**src/rtl/pwc_pkg.sv**
```systemverilog
package pwc_pkg;

  typedef enum logic [1:0] {
    ST_IDLE  = 2'd0,
    ST_PRIME = 2'd1,
    ST_SEND  = 2'd2
  } pwc_state_e;

  localparam logic [2:0] CFG_ZERO_HI = 3'd0;
  localparam logic [2:0] CFG_ZERO_LO = 3'd1;
  localparam logic [2:0] CFG_ONE_HI  = 3'd2;
  localparam logic [2:0] CFG_ONE_LO  = 3'd3;
  localparam logic [2:0] CFG_FRAME   = 3'd4;

  // Output level of a slot: high while the slot index is inside the high part.
  function automatic logic slot_is_high(input int unsigned slot, input int unsigned hi_len);
    return slot < hi_len;
  endfunction

  // Last slot of a symbol; an empty symbol still occupies one slot.
  function automatic logic slot_is_final(input int unsigned slot, input int unsigned hi_len,
                                         input int unsigned lo_len);
    return (slot + 1) >= (hi_len + lo_len);
  endfunction

endpackage

```
**src/rtl/pwc_cfg_regs.sv**
```systemverilog
module pwc_cfg_regs #(
  parameter int SLOT_W  = 8,
  parameter int FRAME_W = 16,
  parameter int unsigned DEF_ZERO_HI = 17,
  parameter int unsigned DEF_ZERO_LO = 43,
  parameter int unsigned DEF_ONE_HI  = 43,
  parameter int unsigned DEF_ONE_LO  = 17,
  parameter int unsigned DEF_FRAME   = 360
) (
  input  logic               clk,
  input  logic               rst_n,
  input  logic               lock,
  input  logic               cfg_we,
  input  logic [2:0]         cfg_addr,
  input  logic [FRAME_W-1:0] cfg_wdata,
  output logic [SLOT_W-1:0]  zero_hi,
  output logic [SLOT_W-1:0]  zero_lo,
  output logic [SLOT_W-1:0]  one_hi,
  output logic [SLOT_W-1:0]  one_lo,
  output logic [FRAME_W-1:0] frame_bits
);
  import pwc_pkg::*;

  localparam int NTIM = 4;
  localparam logic [SLOT_W-1:0] DEF_TIM [NTIM] = '{
    SLOT_W'(DEF_ZERO_HI), SLOT_W'(DEF_ZERO_LO), SLOT_W'(DEF_ONE_HI), SLOT_W'(DEF_ONE_LO)
  };

  logic [SLOT_W-1:0]  tim_q [NTIM];
  logic [FRAME_W-1:0] frame_q;
  logic               wr_ok;

  assign wr_ok = cfg_we && !lock;

  always_ff @(posedge clk or negedge rst_n) begin
    if (!rst_n) begin
      for (int i = 0; i < NTIM; i++) tim_q[i] <= DEF_TIM[i];
      frame_q <= FRAME_W'(DEF_FRAME);
    end else if (wr_ok) begin
      for (int i = 0; i < NTIM; i++)
        if (cfg_addr == 3'(i)) tim_q[i] <= cfg_wdata[SLOT_W-1:0];
      if (cfg_addr == CFG_FRAME) frame_q <= cfg_wdata;
    end
  end

  assign zero_hi    = tim_q[0];
  assign zero_lo    = tim_q[1];
  assign one_hi     = tim_q[2];
  assign one_lo     = tim_q[3];
  assign frame_bits = frame_q;


  cfg_lock_chk: assert property (@(posedge clk) disable iff (!rst_n)
    lock |=> $stable({tim_q[0], tim_q[1], tim_q[2], tim_q[3], frame_q}));

endmodule

```
**src/rtl/pwc_slot_timer.sv**
```systemverilog
module pwc_slot_timer #(
  parameter int SLOT_W = 8
) (
  input  logic              clk,
  input  logic              rst_n,
  input  logic              run,
  input  logic              bit_val,
  input  logic [SLOT_W-1:0] zero_hi,
  input  logic [SLOT_W-1:0] zero_lo,
  input  logic [SLOT_W-1:0] one_hi,
  input  logic [SLOT_W-1:0] one_lo,
  output logic              sym_end,
  output logic              level
);
  import pwc_pkg::*;

  localparam int SYM_W = SLOT_W + 1;

  logic [SYM_W-1:0]  slot_q;
  logic [SLOT_W-1:0] hi_sel;
  logic [SLOT_W-1:0] lo_sel;

  assign hi_sel  = bit_val ? one_hi : zero_hi;
  assign lo_sel  = bit_val ? one_lo : zero_lo;
  assign level   = run && slot_is_high(32'(slot_q), 32'(hi_sel));
  assign sym_end = run && slot_is_final(32'(slot_q), 32'(hi_sel), 32'(lo_sel));

  always_ff @(posedge clk or negedge rst_n) begin
    if (!rst_n)                slot_q <= '0;
    else if (!run || sym_end)  slot_q <= '0;
    else                       slot_q <= slot_q + 1'b1;
  end

  // once a symbol has gone low it stays low until the symbol ends
  low_tail_chk: assert property (@(posedge clk) disable iff (!rst_n)
    (run && !sym_end && !level) |=> !level);

endmodule

```
**src/rtl/pwc_bit_feed.sv**
```systemverilog
module pwc_bit_feed #(
  parameter int BYTE_W = 8
) (
  input  logic              clk,
  input  logic              rst_n,
  input  logic              frame_start,
  input  logic              priming,
  input  logic              sending,
  input  logic              sym_end,
  input  logic              din_valid,
  input  logic [BYTE_W-1:0] din_data,
  output logic              din_ready,
  output logic              cur_bit,
  output logic              byte_done,
  output logic              nxt_full
);
  localparam int IDX_W = (BYTE_W > 1) ? $clog2(BYTE_W) : 1;
  localparam logic [IDX_W-1:0] IDX_TOP = IDX_W'(BYTE_W - 1);

  logic [BYTE_W-1:0] shreg_q;
  logic [BYTE_W-1:0] nxt_q;
  logic              nxt_full_q;
  logic [IDX_W-1:0]  idx_q;
  logic              take;

  assign din_ready = priming || (sending && !nxt_full_q);
  assign take      = din_valid && din_ready;
  assign cur_bit   = shreg_q[BYTE_W-1];
  assign byte_done = (idx_q == '0);
  assign nxt_full  = nxt_full_q;

  always_ff @(posedge clk or negedge rst_n) begin
    if (!rst_n) begin
      shreg_q    <= '0;
      nxt_q      <= '0;
      nxt_full_q <= 1'b0;
      idx_q      <= '0;
    end else if (frame_start) begin
      nxt_full_q <= 1'b0;
    end else begin
      if (priming && take) begin
        shreg_q <= din_data;
        idx_q   <= IDX_TOP;
      end else if (sending && sym_end) begin
        if (byte_done) begin
          if (nxt_full_q) begin
            shreg_q    <= nxt_q;
            nxt_full_q <= 1'b0;
            idx_q      <= IDX_TOP;
          end
        end else begin
          shreg_q <= shreg_q << 1;
          idx_q   <= idx_q - 1'b1;
        end
      end
      if (sending && take) begin
        nxt_q      <= din_data;
        nxt_full_q <= 1'b1;
      end
    end
  end

  // a buffered byte is held unchanged until it is moved into the shifter
  buf_keep_chk: assert property (@(posedge clk) disable iff (!rst_n)
    (nxt_full_q && !frame_start && !(sending && sym_end && byte_done))
      |=> (nxt_full_q && $stable(nxt_q)));

endmodule

```
**src/rtl/pwc_serializer.sv**
```systemverilog
module pwc_serializer #(
  parameter int SLOT_W  = 8,
  parameter int FRAME_W = 16,
  parameter int BYTE_W  = 8,
  parameter int unsigned DEF_ZERO_HI = 17,
  parameter int unsigned DEF_ZERO_LO = 43,
  parameter int unsigned DEF_ONE_HI  = 43,
  parameter int unsigned DEF_ONE_LO  = 17,
  parameter int unsigned DEF_FRAME   = 360
) (
  input  logic               clk,
  input  logic               rst_n,
  input  logic               cfg_we,
  input  logic [2:0]         cfg_addr,
  input  logic [FRAME_W-1:0] cfg_wdata,
  input  logic               start,
  input  logic               din_valid,
  input  logic [BYTE_W-1:0]  din_data,
  output logic               din_ready,
  output logic               busy,
  output logic               underrun,
  output logic               sout
);
  import pwc_pkg::*;

  pwc_state_e         state_q;
  logic [FRAME_W-1:0] bits_left_q;
  logic               underrun_q;

  logic [SLOT_W-1:0]  zero_hi, zero_lo, one_hi, one_lo;
  logic [FRAME_W-1:0] frame_bits;
  logic               priming, sending, frame_start;
  logic               cur_bit, byte_done, nxt_full;
  logic               sym_end, level;

  assign priming     = (state_q == ST_PRIME);
  assign sending     = (state_q == ST_SEND);
  assign busy        = (state_q != ST_IDLE);
  assign frame_start = (state_q == ST_IDLE) && start && (frame_bits != '0);
  assign underrun    = underrun_q;
  assign sout        = level;

  pwc_cfg_regs #(
    .SLOT_W(SLOT_W), .FRAME_W(FRAME_W),
    .DEF_ZERO_HI(DEF_ZERO_HI), .DEF_ZERO_LO(DEF_ZERO_LO),
    .DEF_ONE_HI(DEF_ONE_HI), .DEF_ONE_LO(DEF_ONE_LO), .DEF_FRAME(DEF_FRAME)
  ) cfg_i (
    .clk(clk), .rst_n(rst_n), .lock(busy),
    .cfg_we(cfg_we), .cfg_addr(cfg_addr), .cfg_wdata(cfg_wdata),
    .zero_hi(zero_hi), .zero_lo(zero_lo), .one_hi(one_hi), .one_lo(one_lo),
    .frame_bits(frame_bits)
  );

  pwc_bit_feed #(.BYTE_W(BYTE_W)) feed_i (
    .clk(clk), .rst_n(rst_n), .frame_start(frame_start),
    .priming(priming), .sending(sending), .sym_end(sym_end),
    .din_valid(din_valid), .din_data(din_data), .din_ready(din_ready),
    .cur_bit(cur_bit), .byte_done(byte_done), .nxt_full(nxt_full)
  );

  pwc_slot_timer #(.SLOT_W(SLOT_W)) timer_i (
    .clk(clk), .rst_n(rst_n), .run(sending), .bit_val(cur_bit),
    .zero_hi(zero_hi), .zero_lo(zero_lo), .one_hi(one_hi), .one_lo(one_lo),
    .sym_end(sym_end), .level(level)
  );

  always_ff @(posedge clk or negedge rst_n) begin
    if (!rst_n) begin
      state_q     <= ST_IDLE;
      bits_left_q <= '0;
      underrun_q  <= 1'b0;
    end else begin
      unique case (state_q)
        ST_IDLE: if (frame_start) begin
          state_q     <= ST_PRIME;
          bits_left_q <= frame_bits;
          underrun_q  <= 1'b0;
        end
        ST_PRIME: if (din_valid) state_q <= ST_SEND;
        ST_SEND: if (sym_end) begin
          bits_left_q <= bits_left_q - 1'b1;
          if (bits_left_q == FRAME_W'(1)) begin
            state_q <= ST_IDLE;
          end else if (byte_done && !nxt_full) begin
            underrun_q <= 1'b1;
            state_q    <= ST_IDLE;
          end
        end
        default: state_q <= ST_IDLE;
      endcase
    end
  end


  idle_low_chk: assert property (@(posedge clk) disable iff (!rst_n)
    !busy |-> !sout);


  underrun_edge_chk: assert property (@(posedge clk) disable iff (!rst_n)
    $rose(underrun_q) |-> $fell(busy));

  // a frame can only finish at a symbol boundary
  frame_hold_chk: assert property (@(posedge clk) disable iff (!rst_n)
    (busy && !sym_end) |=> busy);


  restart_block_chk: assert property (@(posedge clk) disable iff (!rst_n)
    (busy && start) |=> (bits_left_q <= $past(bits_left_q)));

endmodule

```
**config.mk**
```make
export PLATFORM = sky130hd
export DESIGN_NAME = pwc_serializer
export DESIGN_NICKNAME = d
export VERILOG_FILES = /design/src/rtl/pwc_pkg.sv /design/src/rtl/pwc_cfg_regs.sv /design/src/rtl/pwc_slot_timer.sv /design/src/rtl/pwc_bit_feed.sv /design/src/rtl/pwc_serializer.sv
export SDC_FILE = /design/constraint.sdc
export NUM_CORES = 1
export LEC_CHECK = 0
export ABC_AREA = 1
export BUFFER_PORTS_ARGS = -buffer_cell sky130_fd_sc_hd__buf_2
export CORE_AREA = 2 2 109 111
export DETAILED_ROUTE_END_ITERATION = 7
export DIE_AREA = 0 0 111 113
export PLACE_DENSITY = 0.85
export SYNTH_ARGS = -nofsm -noshare
export SYNTH_HDL_FRONTEND = slang
export SYNTH_HIERARCHICAL = 1
export SYNTH_SLANG_ARGS = --single-unit
```
**constraint.sdc**
```tcl
create_clock -name clk -period 3.4 [get_ports clk]
set_input_delay 0.85 -clock clk [delete_from_list [all_inputs] [get_ports clk]]
set_output_delay 0.85 -clock clk [all_outputs]
set_load 0.01 [all_outputs]
```
Word level (Yosys, flattened, before mapping)
Cells that the tools add are included.
{"block": "op_classes", "n_addsub": 5, "n_lt_le_gt_ge": 2, "n_eq_ne": 15, "muxes": 30, "bitwise": 1, "reduce_logical": 36}
{"cell": "2-to-1 mux 8 bit", "count": 6}
{"cell": ">= comparator 32 bit", "count": 1}
{"cell": "2-to-1 mux 16 bit", "count": 2}
{"cell": "case mux 16 bit (2 select lines)", "count": 1}
{"cell": "== test 16 x 1 -> 1 bit, second input constant", "count": 1}
{"cell": "nonzero test 16 bit", "count": 1}
{"cell": "subtractor 16 x 1 -> 16 bit, second input constant", "count": 1}
{"cell": "2-to-1 mux 3 bit", "count": 4}
{"cell": "AND reduction 2 bit", "count": 6}
{"cell": "logical AND 1 bit", "count": 11}
{"cell": "adder 9 x 1 -> 10 bit, second input constant", "count": 1}
{"cell": "2-to-1 mux 2 bit", "count": 5}
{"cell": "adder 8 x 8 -> 9 bit", "count": 1}
{"cell": "adder 9 x 1 -> 9 bit, second input constant", "count": 1}
{"cell": "less-than comparator 9 x 8 -> 1 bit", "count": 1}
{"cell": "2-to-1 mux 1 bit", "count": 9}
{"cell": "2-to-1 mux 9 bit", "count": 1}
{"cell": "AND reduction 3 bit", "count": 3}
{"cell": "!= test 2 bit, second input constant", "count": 4}
{"cell": "== test 3 x 2 -> 1 bit, second input constant", "count": 2}
{"cell": "zero test 3 bit", "count": 2}
{"cell": "case mux 2 bit (3 select lines)", "count": 1}
{"cell": "nonzero test 2 bit", "count": 3}
{"cell": "nonzero test 3 bit", "count": 2}
{"cell": "other kinds (16)", "count": 19}
{"block": "totals", "regBits": 96, "input_bits": 32, "out_inout_bits": 4, "elab_cells": 102}

Longest topological paths before layout
Gate-level depths: netlist of run 1.
{"block": "logic_depth", "depth_word": 9, "ltp_mapped": 27, "depth_no_buf": 25}

Cells and area by module
Netlist of run 1, hierarchy kept.
{"module": "pwc_cfg_regs", "n_inst": 1, "cells_per_inst": 220, "area_each_um2": 2025.7, "seq_area_each_um2": 1221.2}
{"module": "pwc_serializer", "n_inst": 1, "cells_per_inst": 243, "area_each_um2": 1536.5, "seq_area_each_um2": 475.5}
{"module": "pwc_slot_timer", "n_inst": 1, "cells_per_inst": 204, "area_each_um2": 1430.1, "seq_area_each_um2": 225.2}
{"module": "pwc_bit_feed", "n_inst": 1, "cells_per_inst": 142, "area_each_um2": 1206.2, "seq_area_each_um2": 500.5}

Worst setup path after synthesis of run 1
No wires, ideal clock.
{"block": "synth_path", "path_type": "flip-flop to flip-flop", "from": "register feed_i.shreg_q[7]", "to": "register bits_left_q[0]", "setup_time_ns": 0.115, "arrival_time_ns": 3.217, "t_required_ns": 3.285, "setup_slack_ns": 0.068, "path_stages_with_launch": 26, "path_buffers": 3, "synth_period_minus_slack_ns": 3.332, "cell_sequence": "dfrtp_1 -> buf_2 -> buf_2 -> mux2_2 -> ha_1 -> nand3_1 -> nand2_1 -> nand2_1 -> a21oi_2 -> xnor2_1 -> ha_1 -> nand2_1 -> inv_1 -> a21oi_1 -> nand2_1 -> nand2_1 -> nand3_1 -> nand2_1 -> inv_1 -> nor2_1 -> nor2_1 -> nand2_4 -> inv_4 -> buf_12 -> nand2_2 -> nand2_2"}
{"block": "synth_via", "elab_chain_len": 6, "word_cells_on_any_way": 7, "classes_between": "add/sub (1); order compare (1); eq/ne (1); mux (2); reduce/logical (2)"}
{"element": "start, declared", "line_no": "pwc_bit_feed.sv:20", "source": "logic [BYTE_W-1:0] shreg_q;"}
{"element": "start signal, assigned", "line_no": "pwc_bit_feed.sv:42", "source": "shreg_q <= din_data;"}
{"element": "start signal, assigned", "line_no": "pwc_bit_feed.sv:47", "source": "shreg_q <= nxt_q;"}
{"element": "start signal, assigned", "line_no": "pwc_bit_feed.sv:52", "source": "shreg_q <= shreg_q << 1;"}
{"element": "2-to-1 mux 8 bit (on tied branches)", "line_no": "pwc_slot_timer.sv:23, pwc_slot_timer.sv:24"}
{"element": "adder 8 x 8 -> 9 bit (*)", "line_no": "pwc_pkg.sv:23", "source": "return (slot + 1) >= (hi_len + lo_len);"}
{"element": ">= comparator 32 bit (*)", "line_no": "pwc_pkg.sv:23"}
{"element": "logical AND 1 bit (*)", "line_no": "pwc_slot_timer.sv:26", "source": "assign sym_end = run && slot_is_final(32'(slot_q), 32'(hi_sel), 32'(lo_sel));"}
{"element": "net sym_end", "line_no": "pwc_serializer.sv:34", "source": "logic sym_end, level;"}
{"element": "!= test 2 bit (no source line) (*)"}
{"element": "AND reduction 3 bit (no source line) (*)"}
{"element": "end signal, assigned", "line_no": "pwc_serializer.sv:76", "source": "bits_left_q <= frame_bits;"}
{"element": "end signal, assigned", "line_no": "pwc_serializer.sv:81", "source": "bits_left_q <= bits_left_q - 1'b1;"}
{"element": "end, declared", "line_no": "pwc_serializer.sv:27", "source": "logic [FRAME_W-1:0] bits_left_q;"}
Mark *: on every way through the listed nets, which the timed path passes. The rest lies on a longest branch.
A chain may end at the register's enable or synchronous reset.

Final worst setup path of run 1
{"block": "layout_path", "from": "register feed_i.shreg_q[7]", "to": "register bits_left_q[9]"}
The elaborated chain is that of the path after synthesis.

==> results of run 1 <==
==> cells in the final DEF (no fill, tap or decap), drive strengths merged, types with 2 or more instances in the layout <==
cell    netlist  final
buf          23     72
nand3        97     97
o21a          2      2
nor3          2      2
nand2       305    306
nor2         70     70
mux2          8      8
xor2          9      9
clkinv        1      3
a21oi        10     10
nand4        20     20
inv          87     88
a31oi         2      2
o21ai        32     32
a21o          3      3
xnor2         5      5
dfstp        16     16
ha           29     29
clkbuf        2     13
dfrtp        80     80
==> per-layer routing <==
layer / track usage / vias to the layer above
met5: 0 / -
met4: 0.0992 / 0
met3: 0.0471 / 52
met2: 0.435 / 263
met1: 0.329 / 2661
li1: - / 2694
==> power by group <==
group | internal [mW] | total (mW) | switching (mW)
registers | 1.56 | 1.90 | 0.337
clock network | 0.560 | 1.01 | 0.446
logic | 2.11 | 5.03 | 2.91
==> cell usage after synthesis, types with 3 or more instances <==
cell / count
nand3_1: 83
nand2_2: 26
nor2_2: 7
mux2_2: 8
buf_2: 11
nor2_4: 7
inv_4: 3
nand2_4: 4
xnor2_1: 5
dfrtp_1: 80
ha_1: 29
buf_4: 4
dfstp_2: 16
nor2_1: 56
o21ai_1: 10
inv_1: 81
a21oi_1: 9
nand3_4: 3
buf_6: 6
nand3_2: 11
inv_2: 3
a21o_1: 3
xor2_1: 9
nand2_1: 275
nand4_1: 19
o21ai_2: 9
o21ai_0: 13
==> stage by stage <==
step           TNS [ps]  hold slack, ps  instance area [µm²]
6_report          -1180             465                 7350
5_1_grt           -6460             474                 7350
4_1_cts               0             463                 7170
3_5_place_dp      -1820             453                 6570
3_3_place_gp          0             449                 6570
2_1_floorplan         0             436                 6200
==> cell families (layout without fill, tap and decap cells) <==
| kind of cell | after synthesis | after routing | share of synthesized area |
|---|---|---|---|
| simple gates | 496 | 497 | 0.374 |
| xor+xnor | 14 | 14 | 0.0198 |
| mux | 9 | 9 | 0.0161 |
| fa+ha+maj | 30 | 30 | 0.0618 |
| buf+inv | 113 | 176 | 0.0868 |
| compound gates | 51 | 51 | 0.0505 |
| flops | 96 | 96 | 0.391 |
==> worst paths after layout <==
| kind | start | to | slack (ps) | depth (start not counted) |
|---|---|---|---|---|
| worst max-delay path | feed_i/shreg_q[7] | bits_left_q[9] | -90 | 22 |
| worst min-delay path | cfg_i/one_hi[3] | cfg_i/one_hi[3] | 470 | 2 |
| worst max register to register | feed_i/shreg_q[7] | bits_left_q[9] | -90 | 22 |
| worst min register to register | cfg_i/one_hi[3] | cfg_i/one_hi[3] | 470 | 2 |
| max in group asynchronous | rst_n | cfg_i/frame_bits[8] | 2130 | 2 |
| min in group asynchronous | rst_n | cfg_i/one_hi[2] | 530 | 1 |
==> layout make-up <==
cell class / count / area (µm²) / share of cell area
inverters: 88 / 352 / 0.0478
clock buffers: 13 / 270 / 0.0367
clock inverters: 3 / 22.5 / 0.00306
flip-flops and latches: 96 / 2420 / 0.330
repair buffers: 72 / 549 / 0.0747
multi-input cells: 601 / 3560 / 0.484
well taps: 143 / 179 / 0.0243
==> tightest hold or removal path: stages (launching register included) <==
cell	delay (ps)
dfstp_2	370
nand2_1	50
nand2_1	40
==> timing repair <==
action | in CTS | in global routing
pin swaps | 10 | 38
endpoints found under the setup margin | 27 | 30
buffers inserted | 12 | 3
gates cloned | 2 | 1
hold buffers | 0 | 0
gates resized for setup | 29 | 51
==> flow_summary.toml, run 1 <==
[cells_and_area]
nets = 930
stdcell_count = 1016
n_antenna_cell = 0
fin_util = 0.652
drive_above_1_share = 0.270
area_growth_pct = 18.7
nFillCells = 845

[clocking]
root_buffer = "clkbuf_16"
clockBufferDepth = 2
cts_tree = "built"
htreeDepth = 3
cts_buffers = 9
path_clk_slew_ps = 70
clkLatencyLatePin_ps = 350
numClockSinks = 96

[synth]
syn_area_per_cell_um2 = 7.66
syn_area_um2 = 6200
dominantRegCellSynth = "dfrtp_1"
synth_top_cell_by_area = "dfrtp_1"
synth-seq-area-share = 0.391
synth_top_cell_area_share = 0.323
ys_types = 42
synth.ff_latch_count = 96
synth_edf_count = 0
netlist_instances = 809
async_flop_share = 1.00
syn_nets = 871
ys_warn_count = 6
synth_area_leaders = "dfrtp_1 (32%), nand2_1 (17%), dfstp_2 (6.8%)"

[setup_path]
slowest_stage = "dfrtp_2"
critPathLaunchType = "register"
max_stage_delay_ps = 460
crit_fanout = 4
crit_chain = "buf_6, mux2_4, ha_4, fa_2, nand4_1, nand3_2, buf_4, xnor2_1, ha_1, inv_1, nor2_2, nand2_2, nand3_2, nand2_2, inv_2, nor2_4, nor2_4, nand2_4, buf_12, buf_4, nand2_1, nand2_2"
endpoint_kind = "register"
crit_buf_inv = 6
cp_data_arrival_time_ps = 3740
critical_path_class = "reg -> reg"
crit_top_cell = "nand2_2"
crit_family = "simple AND/OR/NAND/NOR gates"
critPathRequiredTime_ps = 3650

[pwr]
power_mw = 7.93
pwr_density_cell_nw_per_um2 = 1080
peakVddDrop_v = 0.000789
p_leak_nw = 3.86

[detailed_routing]
first_pass_iters = 5
wl_met3_mm = 1.16
detail_route.wl_per_cell_um = 16.2
drc_errors = 0
drt-total-wl_mm = 16.5
first_iter_violations = 507
wl_met1_mm = 6.49
routed_via_density = 5.58
dr_wl_met2_mm = 8.32
antenna_left = 0
vias = 5670
top_layer_used = "met4"

[sta]
rsz0062_at_grt = "true"
worst_slew_pin_slew_ps = 652
final.min_clock_period_ps = 3490
fmax_ghz = 0.286
skew_ps = 8.10
maxSlewHeadroom = 0.566
fin_crit_sh = 1.03
finalHoldViolCount = 0
setup_slack_ps = -90.7
setup-violations-final = 21
finalMaxSlewViolations = 0

[global_routing]
grt-ovfl-total = 0
grt_pass1_vias = 5592
antenna_found_initial = 0
grt_pass1_wl_mm = 26.3
track_usage = 0.256
grt_max_degree = 52

[placed_design]
routabilityCongestion = 0.894
dp_hpwl_mm = 10.1
pre_cts_slack_ps = -100
placed_cells = 985
io_buffers = 35

[floorplan]
core_um2 = 11300
die_width_um = 111
io_pins = 36
dieArea_um2 = 12500
dieHeight_um = 113
num_rows = 39
initial_core_util = 0.550

[status]
outcome = "finished, violations left"
violations = "negative setup slack"

[flow_run]
cap_viol_max_count = 0

[hold_path]
min-delay-path-class = "reg -> reg"
Note: power is estimated with default switching activity, not from simulation.
==> run 2, diff against run 1 <==
Settings changed: CORE_AREA 2 2 109 111 to 2 2 105 107, DIE_AREA 0 0 111 113 to 0 0 107 109, PLACE_DENSITY 0.85 to 0.84, SYNTH_HIERARCHICAL 1 to default.
==> flow_summary.toml, run 2 <==
[global_routing]
grt_max_degree = 53
grt_pass1_vias = 4488
grt_pass1_wl_mm = 20.7
antenna_found_initial = 0
track_usage = 0.225
grt-ovfl-total = 0

[setup_path]
critPathLaunchType = "register"
rr_worst_depth = 19
slowest_stage = "dfrtp_2"
critPathRequiredTime_ps = 3690
rr_startpoint = "feed_i.shreg_q[7]"
r2r_slack_ps = 30
endpoint_kind = "register"
crit_chain = "buf_8, mux2_2, ha_4, nand2_1, nor3_1, nand2_1, o311ai_2, xnor2_1, ha_1, a21oi_2, o21a_1, nand2_1, nand2_2, nand2_4, nand2_4, nand2_8, clkbuf_16, nand2_2, nand2_1"
cp-startpoint = "feed_i.shreg_q[7]"
crit_fanout = 8
crit_top_cell = "nand2_1"
reg2reg_to = "bits_left_q[3]"
cp_data_arrival_time_ps = 3660
max_stage_delay_ps = 550
critical_path_class = "reg -> reg"

[floorplan]
num_rows = 38
dieArea_um2 = 11700
io_pins = 36
dieHeight_um = 109
die_width_um = 107
initial_core_util = 0.536
core_um2 = 10600

[synth]
syn_area_per_cell_um2 = 8.09
netlist_instances = 702
muxShareOfSynthArea = 0.0364
syn_nets = 764
synth_area_leaders = "dfrtp_1 (35%), nand2_1 (14%), dfstp_2 (7.4%)"
ys_types = 45
synth_xor_area_frac = 0.0185
synth_top_cell_by_area = "dfrtp_1"
synth_compound_area_frac = 0.107
synth_top_cell_area_share = 0.353
async_flop_share = 1.00
ys_warn_count = 0
synth_top_family_by_area = "simple AND/OR/NAND/NOR gates"
synthSimpleGateAreaFrac = 0.267
dominantRegCellSynth = "dfrtp_1"
synth_top_cells_by_count = "nand2_1 (209), dfrtp_1 (80), inv_1 (73)"
syn_area_um2 = 5680
synth_edf_count = 0
synth_fa_ha_area_frac = 0.0674
synth.ff_latch_count = 96
synth.most_common_cell = "nand2_1"
synth-seq-area-share = 0.427

[sta]
maxSlewHeadroom = 0.572
finalHoldViolCount = 0
finalMaxSlewViolations = 0
rsz0062_at_grt = "true"
setup_slack_ps = 29.4
final.min_clock_period_ps = 3370
worst_slew_pin_slew_ps = 642
skew_ps = 17.4
fmax_ghz = 0.297
setup-violations-final = 0
fin_crit_sh = 0.991

[clocking]
path_clk_slew_ps = 100
root_buffer = "clkbuf_8"
numClockSinks = 96
htreeDepth = 3
clkLatencyLatePin_ps = 400
cts_tree = "built"
holdBufCountCts = 0
cts_buffers = 9
clockBufferDepth = 2

[placed_design]
routabilityCongestion = 0.895
pre_cts_slack_ps = -52.9
dp_hpwl_mm = 8.98
io_buffers = 35

[cells_and_area]
drive_above_1_share = 0.257
final_common_cell = "nand2_1"
nFillCells = 822
area_growth_pct = 18.0
nets = 817
layout_common_cells = "nand2_1 (194), dfrtp_1 (79), inv_1 (73)"
n_antenna_cell = 0

[pwr]
power_mw = 8.05
p_leak_nw = 3.38
peakVddDrop_v = 0.000717
pwr_density_cell_nw_per_um2 = 1200

[flow_run]
cap_viol_max_count = 0

[detailed_routing]
first_iter_violations = 413
drt-total-wl_mm = 14.0
drc_errors = 0
detail_route.wl_per_cell_um = 15.6
routed_via_density = 5.50
antenna_left = 0
first_pass_iters = 4
vias = 4954

[hold_path]
min-delay-path-class = "in -> async"

[status]
outcome = "finished clean"
## run 2: cell count changes after synthesis, sizes merged, moves of 3 or more
cell / change
a21oi: +7
a31oi: +6
buf: -12
clkbuf: +9
inv: -9
mux2: +9
nand2: -89
nand3: -57
nand4: -11
nor2: -9
nor3: +3
nor4: +4
o21ai: +43
## run 2: layout make-up
| cell class | instances | area [µm²] | area share |
|---|---|---|---|
| multi-input combinational | 506 | 3100 | 0.462 |
| sequential | 96 | 2420 | 0.362 |
| inverter | 78 | 293 | 0.0437 |
| clock buffer | 9 | 124 | 0.0185 |
| tap | 140 | 175 | 0.0261 |
| timing repair buffer | 64 | 526 | 0.0784 |
| clock inverter | 7 | 63.8 | 0.00952 |
## run 2: metal layers
metal  routed length [µm]  share of wire  vias to the layer above  global-route usage
met2                 6930           0.49                      183               0.368
met5                    0              0                        -                   0
met4                  490          0.035                        0              0.0909
met3                  773          0.055                       46              0.0430
li1                     -              -                     2373                   -
met1                 5850           0.42                     2352               0.296
## run 2: how the worst max path moves through the flow
stage	endpoint	slack [ps]	cells past startpoint
after global routing	bits_left_q[3]	-140	20
after floorplan	bits_left_q[0]	60	19
final	bits_left_q[3]	30	19
after CTS	sout	30	9
after global placement	feed_i.shreg_q[7]	70	16
after detailed placement	feed_i.idx_q[2]	-50	18
## run 2: through the flow
stage	util	instances	cell area [µm²]	TNS, ps	hold slack, ps
4_1_cts	0.592	892	6270	0	480
2_1_floorplan	-	702	5680	0	442
3_5_place_dp	0.574	876	6080	-348	460
3_3_place_gp	0.574	876	6080	0	455
6_report	0.632	900	6700	0	448
5_1_grt	0.632	900	6700	-3080	474
## run 2: kinds of logic after synthesis
family / count (synthesis)
adders and majority gates: 30
muxes: 17
and+or+nand+nor: 339
xor gates and xnor gates: 12
buffers and inverters: 100
DFF: 96
AOI/OAI and AO/OA: 108
## run 2: worst max-delay path: cells and delay by family, from the launching register on
kind                       cells  cell delay, ps
buffers and inverters          2             370
and+or+nand+nor               10             860
muxes                          1             360
AOI/OAI and AO/OA              3             360
xor gates and xnor gates       1             120
adders and majority gates      2             660
DFF                            1             550
## run 2: what timing repair did
| action | in CTS | in global routing |
|---|---|---|
| endpoints found under the setup margin | 24 | 40 |
| resized for setup | 3 | 66 |
| pin swaps | 0 | 28 |
| gates cloned | 0 | 5 |
| hold endpoints to repair | 0 | 0 |
| buffers inserted | 0 | 3 |
## run 2: power breakdown
part	leakage, nW	internal [mW]	switching [mW]	total [mW]
clock	0.0956	0.284	0.466	0.750
sequential	1.22	1.65	0.378	2.03
combinational	2.07	2.29	2.98	5.27
total	3.38	4.23	3.83	8.05
==> run 3, diff against run 2 <==
Settings changed: CORE_AREA 2 2 105 107 to 2 2 96 98, DIE_AREA 0 0 107 109 to 0 0 98 100, PLACE_DENSITY 0.84 to 0.94.
Clock period 3.4 ns to 3.9 ns, I/O delays scaled along.
==> flow_summary.toml, run 3 (synthesis gave the netlist of run 2 again) <==
[status]
outcome = "finished clean"

[setup_path]
critical_path_class = "reg -> reg"
crit_top_cell = "nand2_1"
slowest_stage = "dfrtp_2"
critPathRequiredTime_ps = 4220
max_stage_delay_ps = 510
crit_chain = "mux2_2, ha_1, fa_1, nand3_1, nand2_1, a21oi_1, o21bai_1, xor2_1, ha_1, nand2_1, o21a_1, nand2_1, nand2_1, nand2_2, nand3_2, nand2_1, nand2_1, nand2_1"
crit_fanout = 13
critPathLaunchType = "register"
endpoint_kind = "register"
crit_family = "simple AND/OR/NAND/NOR gates"
cp_data_arrival_time_ps = 3900
crit_buf_inv = 0

[flow_run]
cap_viol_max_count = 0

[placed_design]
io_buffers = 35
placed_area_um2 = 5890
dp_hpwl_mm = 9.54
routabilityCongestion = 0.954

[sta]
finalMaxSlewViolations = 0
finalSetupTns_ps = 0
fmax_ghz = 0.279
final.min_clock_period_ps = 3580
skew_ps = 12.8
rsz0062_at_grt = "false"
maxSlewHeadroom = 0.557
finalHoldViolCount = 0
setup-violations-final = 0
fin_crit_sh = 0.918
worst_slew_pin_slew_ps = 664

[cells_and_area]
final_common_cell = "nand2_1"
layout_common_cells = "nand2_1 (209), dfrtp_1 (79), inv_1 (73)"
drive_above_1_share = 0.174
area_growth_pct = 7.23
fin_util = 0.685
nets = 793
design_area_um2 = 6090
n_antenna_cell = 0

[floorplan]
core_um2 = 8890
die_width_um = 98
dieArea_um2 = 9800
io_pins = 36
initial_core_util = 0.639
dieHeight_um = 100
num_rows = 35

[global_routing]
track_usage = 0.279
grt_pass1_wl_mm = 22.3
antenna_found_initial = 0
grt-ovfl-total = 0
grt_max_degree = 53
grt_pass1_vias = 4832

[clocking]
root_buffer = "clkbuf_8"
cts_tree = "built"
htreeDepth = 3
postCtsSetupRepairBufs = 0
cts_buffers = 9
clockBufferDepth = 2
numClockSinks = 96
clkLatencyLatePin_ps = 380
path_clk_slew_ps = 100

[pwr]
pwr_density_cell_nw_per_um2 = 917
peakVddDrop_v = 0.000558
p_leak_nw = 3.18

[detailed_routing]
first_pass_iters = 5
drt-total-wl_mm = 13.0
drc_errors = 0
detail_route.wl_per_cell_um = 15.3
first_iter_violations = 445
routed_via_density = 5.78
vias = 4895
antenna_left = 0

[hold_path]
min-delay-path-class = "reg -> reg"
## run 3: per-layer routing
layer / track usage / vias to the layer above / share of wire
met3: 0.0487 / 33 / 0.052
met4: 0.0919 / 0 / 0.023
li1: - / 2331 / -
met1: 0.346 / 2357 / 0.41
met5: 0 / - / 0
met2: 0.497 / 174 / 0.51
## run 3: final cells by class
type	instances	area (µm²)
Fill cell	642	2800
Sequential cell	96	2420
Clock inverter	7	61.3
Timing Repair Buffer	40	215
Tap cell	111	139
Inverter	78	293
Multi-Input combinational cell	506	2830
Clock buffer	9	124
## run 3: per-stage QoR
step	hold slack, ps	cells	power, mW	worst slack, ps
finish	481	847	5.58	318
global route	505	847	6.10	29.2
CTS	485	847	5.51	34.4
detailed placement	463	831	4.86	195
global placement	459	831	4.64	374
floorplan	442	702	4.35	559
## run 3: path summary, 6_finish.rpt
| kind | from | end | slack [ps] | cells past startpoint |
|---|---|---|---|---|
| max | feed_i.shreg_q[7] | feed_i.shreg_q[1] | 320 | 18 |
| min | feed_i.nxt_q[3] | feed_i.nxt_q[3] | 480 | 2 |
| max reg2reg | feed_i.shreg_q[7] | feed_i.shreg_q[1] | 320 | 18 |
| min reg2reg | feed_i.nxt_q[3] | feed_i.nxt_q[3] | 480 | 2 |
| max in group asynchronous | rst_n | cfg_i.one_hi[5] | 2450 | 2 |
| min in group asynchronous | rst_n | cfg_i.frame_bits[14] | 610 | 1 |
## run 3: report_power, final
part | switching (mW) | internal [mW] | total (mW)
sequential | 0.309 | 1.44 | 1.75
clock | 0.388 | 0.243 | 0.631
combinational | 2.09 | 1.11 | 3.20
total | 2.79 | 2.79 | 5.58
## run 3: timing repair
item / CTS / global route
endpoints found under the setup margin: 0 / 28
hold buffers: 0 / 0
resized for setup: 0 / 5
## run 3: worst min-delay path: stages (launching register included)
cell	delay, ps
dfrtp_1	350
nand2_1	50
nand2_1	50
